`config.mk`:
```
export PLATFORM = sky130hd
export DESIGN_NAME = gpio_bank
export DESIGN_NICKNAME = d
export VERILOG_FILES = /design/src/rtl/gpio_pkg.sv /design/src/rtl/gpio_sync.sv /design/src/rtl/gpio_blink.sv /design/src/rtl/gpio_regs.sv /design/src/rtl/gpio_pad.sv /design/src/rtl/gpio_bank.sv
export SDC_FILE = /design/constraint.sdc
export NUM_CORES = 1
export LEC_CHECK = 0
export ABC_AREA = 1
export CAP_MARGIN = 20
export CORE_UTILIZATION = 55
export DETAILED_ROUTE_END_ITERATION = 8
export PLACE_DENSITY = 0.83
export REMOVE_ABC_BUFFERS = 1
export SLEW_MARGIN = 30
export SYNTH_ARGS = -nofsm -noshare
export SYNTH_HDL_FRONTEND = slang
export SYNTH_SLANG_ARGS = --single-unit
```
`constraint.sdc`:
```
create_clock -name clk -period 2.1 [get_ports clk]
set_input_delay 0.315 -clock clk [delete_from_list [all_inputs] [get_ports clk]]
set_output_delay 0.315 -clock clk [all_outputs]
set_load 0.01 [all_outputs]
```
`src/rtl/gpio_pkg.sv`:
```
package gpio_pkg;

    localparam int DATA_W = 32;

    localparam int OFF_OUT   = 'h00;
    localparam int OFF_DIR   = 'h04;
    localparam int OFF_BLINK = 'h08;
    localparam int OFF_POL   = 'h0C;
    localparam int OFF_IN    = 'h10;

    typedef enum logic [2:0] {
        SEL_NONE,
        SEL_OUT,
        SEL_DIR,
        SEL_BLINK,
        SEL_POL,
        SEL_IN
    } reg_sel_t;

    typedef enum logic {
        RD_IDLE,
        RD_RESP
    } rd_state_t;

    typedef enum logic {
        BLK_LOW,
        BLK_HIGH
    } blink_state_t;

endpackage

```
`src/rtl/gpio_sync.sv`:
```
module gpio_sync #(
    parameter int WIDTH = 32
) (
    input  logic             clk,
    input  logic             rst_n,
    input  logic [WIDTH-1:0] async_in,
    output logic [WIDTH-1:0] sync_out
);

    logic [WIDTH-1:0] meta_q;
    logic [WIDTH-1:0] stab_q;

    always_ff @(posedge clk or negedge rst_n) begin
        if (!rst_n) begin
            meta_q <= '0;
            stab_q <= '0;
        end else begin
            meta_q <= async_in;
            stab_q <= meta_q;
        end
    end

    assign sync_out = stab_q;

endmodule

```
`src/rtl/gpio_blink.sv`:
```
module gpio_blink
    import gpio_pkg::*;
#(
    parameter int BLINK_DIV = 1000
) (
    input  logic clk,
    input  logic rst_n,
    output logic wave
);

    localparam int CNT_W = (BLINK_DIV > 1) ? $clog2(BLINK_DIV) : 1;
    localparam logic [CNT_W-1:0] CNT_MAX = CNT_W'(BLINK_DIV - 1);

    logic [CNT_W-1:0] cnt_q;
    logic             wrap;
    blink_state_t     ph_q;
    blink_state_t     ph_next;

    assign wrap = (cnt_q == CNT_MAX);

    always_ff @(posedge clk or negedge rst_n) begin
        if (!rst_n) begin
            cnt_q <= '0;
        end else if (wrap) begin
            cnt_q <= '0;
        end else begin
            cnt_q <= cnt_q + 1'b1;
        end
    end

    // state register
    always_ff @(posedge clk or negedge rst_n) begin
        if (!rst_n) begin
            ph_q <= BLK_LOW;
        end else begin
            ph_q <= ph_next;
        end
    end

    // next state: flip on divider wrap
    always_comb begin
        ph_next = ph_q;
        unique case (ph_q)
            BLK_LOW:  if (wrap) ph_next = BLK_HIGH;
            BLK_HIGH: if (wrap) ph_next = BLK_LOW;
        endcase
    end

    // output decode
    always_comb begin
        unique case (ph_q)
            BLK_LOW:  wave = 1'b0;
            BLK_HIGH: wave = 1'b1;
        endcase
    end

    // the phase holds between wraps and flips on each wrap
    a_r6_phase_hold: assert property (@(posedge clk) disable iff (!rst_n)
        !wrap |=> $stable(ph_q));
    a_r6_phase_flip: assert property (@(posedge clk) disable iff (!rst_n)
        wrap |=> (ph_q != $past(ph_q)));

endmodule

```
`src/rtl/gpio_regs.sv`:
```
module gpio_regs
    import gpio_pkg::*;
#(
    parameter int NPINS  = 32,
    parameter int ADDR_W = 8
) (
    input  logic              clk,
    input  logic              rst_n,
    input  logic              wr_en,
    input  logic              rd_en,
    input  logic [ADDR_W-1:0] addr,
    input  logic [DATA_W-1:0] wdata,
    input  logic [NPINS-1:0]  in_view,
    output logic [DATA_W-1:0] rdata,
    output logic              rvalid,
    output logic [NPINS-1:0]  out_q,
    output logic [NPINS-1:0]  dir_q,
    output logic [NPINS-1:0]  blink_q,
    output logic [NPINS-1:0]  pol_q
);

    function automatic reg_sel_t decode(input logic [ADDR_W-1:0] a);
        reg_sel_t s;
        s = SEL_NONE;
        if (a == ADDR_W'(OFF_OUT))   s = SEL_OUT;
        if (a == ADDR_W'(OFF_DIR))   s = SEL_DIR;
        if (a == ADDR_W'(OFF_BLINK)) s = SEL_BLINK;
        if (a == ADDR_W'(OFF_POL))   s = SEL_POL;
        if (a == ADDR_W'(OFF_IN))    s = SEL_IN;
        return s;
    endfunction

    reg_sel_t          sel;
    logic [NPINS-1:0]  wpins;
    logic [NPINS-1:0]  newly_out;
    logic [NPINS-1:0]  rd_pins;
    logic [DATA_W-1:0] rd_word;
    rd_state_t         rd_state;
    rd_state_t         rd_next;

    assign sel       = decode(addr);
    assign wpins     = wdata[NPINS-1:0];
    assign newly_out = dir_q & ~wpins;

    // register storage
    always_ff @(posedge clk or negedge rst_n) begin
        if (!rst_n) begin
            out_q   <= '0;
            dir_q   <= '1;
            blink_q <= '0;
            pol_q   <= '0;
        end else if (wr_en) begin
            unique case (sel)
                SEL_OUT:   out_q   <= wpins;
                SEL_DIR: begin
                    dir_q   <= wpins;
                    blink_q <= blink_q & ~newly_out;
                end
                SEL_BLINK: blink_q <= wpins;
                SEL_POL:   pol_q   <= wpins;
                SEL_IN:    ;
                SEL_NONE:  ;
            endcase
        end
    end

    // read multiplexer
    always_comb begin
        rd_pins = '0;
        unique case (sel)
            SEL_OUT:   rd_pins = out_q;
            SEL_DIR:   rd_pins = dir_q;
            SEL_BLINK: rd_pins = blink_q;
            SEL_POL:   rd_pins = pol_q;
            SEL_IN:    rd_pins = in_view;
            SEL_NONE:  rd_pins = '0;
        endcase
        rd_word = '0;
        rd_word[NPINS-1:0] = rd_pins;
    end

    // read response state register
    always_ff @(posedge clk or negedge rst_n) begin
        if (!rst_n) begin
            rd_state <= RD_IDLE;
        end else begin
            rd_state <= rd_next;
        end
    end

    always_comb begin
        rd_next = rd_state;
        unique case (rd_state)
            RD_IDLE: rd_next = rd_en ? RD_RESP : RD_IDLE;
            RD_RESP: rd_next = rd_en ? RD_RESP : RD_IDLE;
        endcase
    end

    // read response outputs
    always_ff @(posedge clk or negedge rst_n) begin
        if (!rst_n) begin
            rdata <= '0;
        end else if (rd_en) begin
            rdata <= rd_word;
        end
    end

    assign rvalid = (rd_state == RD_RESP);

    // pins moved to output by a direction write have no blink bit afterwards
    a_r7_blink_clear: assert property (@(posedge clk) disable iff (!rst_n)
        (wr_en && sel == SEL_DIR) |=> ((blink_q & ~dir_q & $past(dir_q)) == '0));

    // every read strobe is answered in the next cycle
    a_r8_rvalid: assert property (@(posedge clk) disable iff (!rst_n)
        rd_en |=> rvalid);

    // a write to the input data word changes no register
    a_r9_in_readonly: assert property (@(posedge clk) disable iff (!rst_n)
        (wr_en && sel == SEL_IN) |=>
        ($stable(out_q) && $stable(dir_q) && $stable(blink_q) && $stable(pol_q)));

    // unmapped writes change no register, unmapped reads return zero
    a_r10_unmapped_wr: assert property (@(posedge clk) disable iff (!rst_n)
        (wr_en && sel == SEL_NONE) |=>
        ($stable(out_q) && $stable(dir_q) && $stable(blink_q) && $stable(pol_q)));
    a_r10_unmapped_rd: assert property (@(posedge clk) disable iff (!rst_n)
        (rd_en && sel == SEL_NONE) |=> (rdata == '0));

endmodule

```
`src/rtl/gpio_pad.sv`:
```
module gpio_pad #(
    parameter int NPINS = 32
) (
    input  logic [NPINS-1:0] out_q,
    input  logic [NPINS-1:0] dir_q,
    input  logic [NPINS-1:0] blink_q,
    input  logic [NPINS-1:0] in_view,
    input  logic             wave,
    output logic [NPINS-1:0] pad_oe,
    output logic [NPINS-1:0] pad_out,
    output logic [NPINS-1:0] pin_value
);

    for (genvar i = 0; i < NPINS; i++) begin : g_pin
        assign pad_oe[i]    = ~dir_q[i];
        assign pad_out[i]   = out_q[i] & (~blink_q[i] | wave);
        assign pin_value[i] = dir_q[i] ? in_view[i] : out_q[i];
    end

endmodule

```
`src/rtl/gpio_bank.sv`:
```
module gpio_bank
    import gpio_pkg::*;
#(
    parameter int NPINS     = 32,
    parameter int ADDR_W    = 8,
    parameter int BLINK_DIV = 1000
) (
    input  logic              clk,
    input  logic              rst_n,
    input  logic              wr_en,
    input  logic              rd_en,
    input  logic [ADDR_W-1:0] addr,
    input  logic [DATA_W-1:0] wdata,
    output logic [DATA_W-1:0] rdata,
    output logic              rvalid,
    input  logic [NPINS-1:0]  pad_in,
    output logic [NPINS-1:0]  pad_oe,
    output logic [NPINS-1:0]  pad_out,
    output logic [NPINS-1:0]  in_level,
    output logic [NPINS-1:0]  pin_value
);

    logic [NPINS-1:0] sync_in;
    logic [NPINS-1:0] in_view;
    logic [NPINS-1:0] out_q;
    logic [NPINS-1:0] dir_q;
    logic [NPINS-1:0] blink_q;
    logic [NPINS-1:0] pol_q;
    logic             wave;

    gpio_sync #(.WIDTH(NPINS)) u_sync (
        .clk      (clk),
        .rst_n    (rst_n),
        .async_in (pad_in),
        .sync_out (sync_in)
    );

    assign in_view  = sync_in ^ pol_q;
    assign in_level = in_view;

    gpio_regs #(.NPINS(NPINS), .ADDR_W(ADDR_W)) u_regs (
        .clk     (clk),
        .rst_n   (rst_n),
        .wr_en   (wr_en),
        .rd_en   (rd_en),
        .addr    (addr),
        .wdata   (wdata),
        .in_view (in_view),
        .rdata   (rdata),
        .rvalid  (rvalid),
        .out_q   (out_q),
        .dir_q   (dir_q),
        .blink_q (blink_q),
        .pol_q   (pol_q)
    );

    gpio_blink #(.BLINK_DIV(BLINK_DIV)) u_blink (
        .clk   (clk),
        .rst_n (rst_n),
        .wave  (wave)
    );

    gpio_pad #(.NPINS(NPINS)) u_pad (
        .out_q     (out_q),
        .dir_q     (dir_q),
        .blink_q   (blink_q),
        .in_view   (in_view),
        .wave      (wave),
        .pad_oe    (pad_oe),
        .pad_out   (pad_out),
        .pin_value (pin_value)
    );

    // a direction write sets pad drivers to the complement of the written bits
    a_r2_oe_follows_dir: assert property (@(posedge clk) disable iff (!rst_n)
        (wr_en && addr == ADDR_W'(OFF_DIR)) |=> (pad_oe == ~$past(wdata[NPINS-1:0])));

endmodule

```
==> results of run 1 <==
==> metrics by stage <==
step           cell area [µm²]  std cells  util, %  setup TNS [ps]  setup slack [ps]
6_report                 15300       1970    74.88               0             31.08
5_1_grt                  15300       1970    74.88               0             1.546
4_1_cts                  15260       1970    74.69               0             1.069
3_5_place_dp             14430       1924    70.62               0             91.13
3_3_place_gp             14430       1924    70.62               0             191.6
2_1_floorplan            11190       1375        -         -129570             -1317
==> sequential cells by signal, indices dropped and copies added, names as in the netlist <==
| name | flops |
|---|---|
| u_regs.blink_q | 32 |
| u_regs.dir_q | 32 |
| u_regs.out_q | 32 |
| u_regs.pol_q | 32 |
| u_regs.rdata | 32 |
| u_sync.meta_q | 32 |
| u_sync.sync_out | 32 |
| u_blink.cnt_q | 10 |
| u_blink.ph_q | 1 |
| u_regs.rvalid | 1 |
==> worst max-delay path, cell delays in order, from the launching register on <==
cell             delay [ps]
dfrtp_1                 420
nand2_1                  80
inv_1                    50
nor2_2                  140
clkdlybuf4s50_1         570
==> cell usage in the layout (no fill, tap or decap), types with 6 or more instances in the layout <==
| cell | n |
|---|---|
| dlygate4sd2_1 | 80 |
| nand2_1 | 368 |
| o21ai_2 | 31 |
| nand4_1 | 33 |
| clkinv_2 | 7 |
| o21ai_1 | 47 |
| dlymetal6s2s_1 | 14 |
| nor3_1 | 6 |
| nand3_1 | 98 |
| dfrtp_1 | 204 |
| inv_1 | 208 |
| buf_12 | 15 |
| clkbuf_16 | 25 |
| nor2_2 | 16 |
| o21ai_0 | 114 |
| o2111ai_1 | 32 |
| clkdlybuf4s50_1 | 140 |
| nor2_1 | 62 |
| buf_4 | 28 |
| dfstp_2 | 32 |
| nor2_4 | 7 |
| a21oi_1 | 96 |
==> where the power goes <==
| part | internal [mW] | total, mW | leakage [nW] | switching, mW |
|---|---|---|---|---|
| combinational | 0.550 | 1.31 | 4.30 | 0.761 |
| sequential | 4.83 | 5.05 | 2.87 | 0.220 |
| clock | 2.90 | 4.70 | 0.434 | 1.80 |
==> timing repair <==
action                                  CTS  global route
endpoints found under the setup margin   95            16
resized for setup                        98            16
hold buffers                              1             0
endpoints found under the hold margin    37             0
==> final cells by class <==
| cell class | count | area, µm² | share of cell area (%) |
|---|---|---|---|
| sequential | 236 | 5946 | 38.86 |
| inverter | 212 | 798.3 | 5.218 |
| multi-input combinational | 927 | 4528 | 29.60 |
| tap | 270 | 337.8 | 2.208 |
| clock buffer | 33 | 685.7 | 4.482 |
| timing repair buffer | 280 | 2818 | 18.42 |
| clock inverter | 12 | 185.2 | 1.210 |
==> cell usage after synthesis (all sizes together) <==
cell type    n
o21ai      192
buf         40
nand3      101
clkbuf      38
dfrtp      204
a21oi       98
ha           1
nor2        85
nand4       33
clkinv       1
nand2      371
o2111ai     32
nor4         1
nor3         8
xnor2        1
dfstp       32
inv        211
a31oi        1
xor2         3
==> layer usage <==
metal	GRT usage, %	up-vias
li1	-	5178
met1	43.19	5333
met2	55.59	679
met3	5.155	116
met4	12.99	0
met5	0	-
==> kinds of logic after synthesis <==
family                   synth area share [%]
flip-flops                              51.28
XOR/XNOR                               0.3022
adder cells (fa/ha/maj)                0.1079
AND/OR/NAND/NOR                         21.98
AO/OA/AOI/OAI                           15.99
buffers and inverters                   10.33
==> how the worst max path moves through the flow <==
| stage | startpoint | endpoint | slack (ps) | depth (start not counted) |
|---|---|---|---|---|
| finish | u_regs.pol_q[6] | in_level[6] | 30 | 4 |
| global route | u_regs.pol_q[6] | in_level[6] | 2 | 4 |
| global placement | addr[3] | u_regs.rdata[15] | 190 | 8 |
| detailed placement | addr[0] | u_regs.blink_q[7] | 90 | 10 |
| floorplan | addr[5] | u_regs.blink_q[10] | -1320 | 7 |
| CTS | u_regs.pol_q[26] | in_level[26] | 1 | 4 |
==> impl_metrics.toml, run 1 <==
[job]
maxCapViolations = 0

[synth]
ys_types = 34
syn_inst = 1453
synth_seq_area_share_pct = 51.28
synth_area_leaders = "dfrtp_1 44%, nand2_1 12%, dfstp_2 7.3%"
synth-seq-cells = 236
avgSynthCellArea_um2 = 7.979
yosysTopAreaCellShare_pct = 44.03
netlist_area_mm2 = 0.01159
synth_largest_area_cell = "dfrtp_1"
synth.yosys.warnings = 0

[sta]
setup_viol_count_final = 0
slew_headroom_pct = 64.93
hold_viol = 0
fin_crit_sh_pct = 98.52
tightest_slew_ps = 526.0
rsz0062_at_grt = "no"
skew_ps = 21.29
hold-worst-slack_ps = 219.5
finalCriticalPeriod_ps = 2069
drv_slew = 0
fmax_ghz = 0.4833

[power]
powerDensity_mw_per_mm2 = 722.7
ir_worst_vdd_v = 0.0005253
finalPower_mw = 11.06
leakagePower_nw = 7.602

[route]
viasPerCell = 5.739
routed-wl-met3_um = 3580
postRouteWirelength_um = 35460
drt_iter0_drc = 828
wl_met2_um = 17230
drc_errors = 0
dr.max_layer_used = "met4"
route.vias.total = 11310
firstDrtPassIters = 6
wl_met1_um = 13480
ant_nets = 0
wl_per_cell_um = 18.00

[critical_path]
cp_max_fo = 4
start_kind = "flop"
reg2reg_depth = 8
reg2reg_from = "u_blink.cnt_q[0]"
end_kind = "primary output"
crit_arrival_ps = 1750
critical_path_class = "flop to primary output"
r2r-end = "u_blink.cnt_q[8]"
r2r_slack_ps = 450
cp.required_ps = 1780

[global_routing]
first_global_vias = 11120
grt_usage_pct = 33.13
grt_start_max_net_pins = 65
grt_overflow = 0
antenna_found_initial = 0
grt_pass1_wl_um = 56820

[clock_tree]
numCtsBuffers = 25
tritoncts = "yes"
htree_levels = 1
post-cts-setup-buffer-count = 0
cts_root_buf = "clkbuf_16"
cts_buffer_depth = 3
clk_latency_ps = 520
path_clk_slew_ps = 60
cts_sinks = 236

[cells_and_area]
fill_cells = 1503
drive_gt1_share_pct = 10.82
syn_to_final_growth_pct = 31.96
finalNetCount = 1759
n_antenna_cell = 0

[worst_hold_path]
hold_start = "pad_in[12]"
holdPathEnd = "u_sync.meta_q[12]"
min_delay_path_depth = 1
worstHoldPathType = "input port to flop"

[floorplanning]
initial_core_util_pct = 56.75
num_io_pins = 237
fp-row-count = 52
die-area_mm2 = 0.02166
die_h_um = 147.2
core-area_mm2 = 0.02043
die-width_um = 147.2

[placement]
place_congestion = 0.8689
dp_hpwl_um = 22200
port_buffers = 236

[run_status]
outcome = "complete, no violations"
Power figures use the tool's default switching activity.
==> run 2: changes to the inputs <==
Settings changed: ABC_CLOCK_PERIOD_IN_PS from default to 2100.
==> results of run 2 <==
Final layout, timing and power as in run 1 (identical DEF).
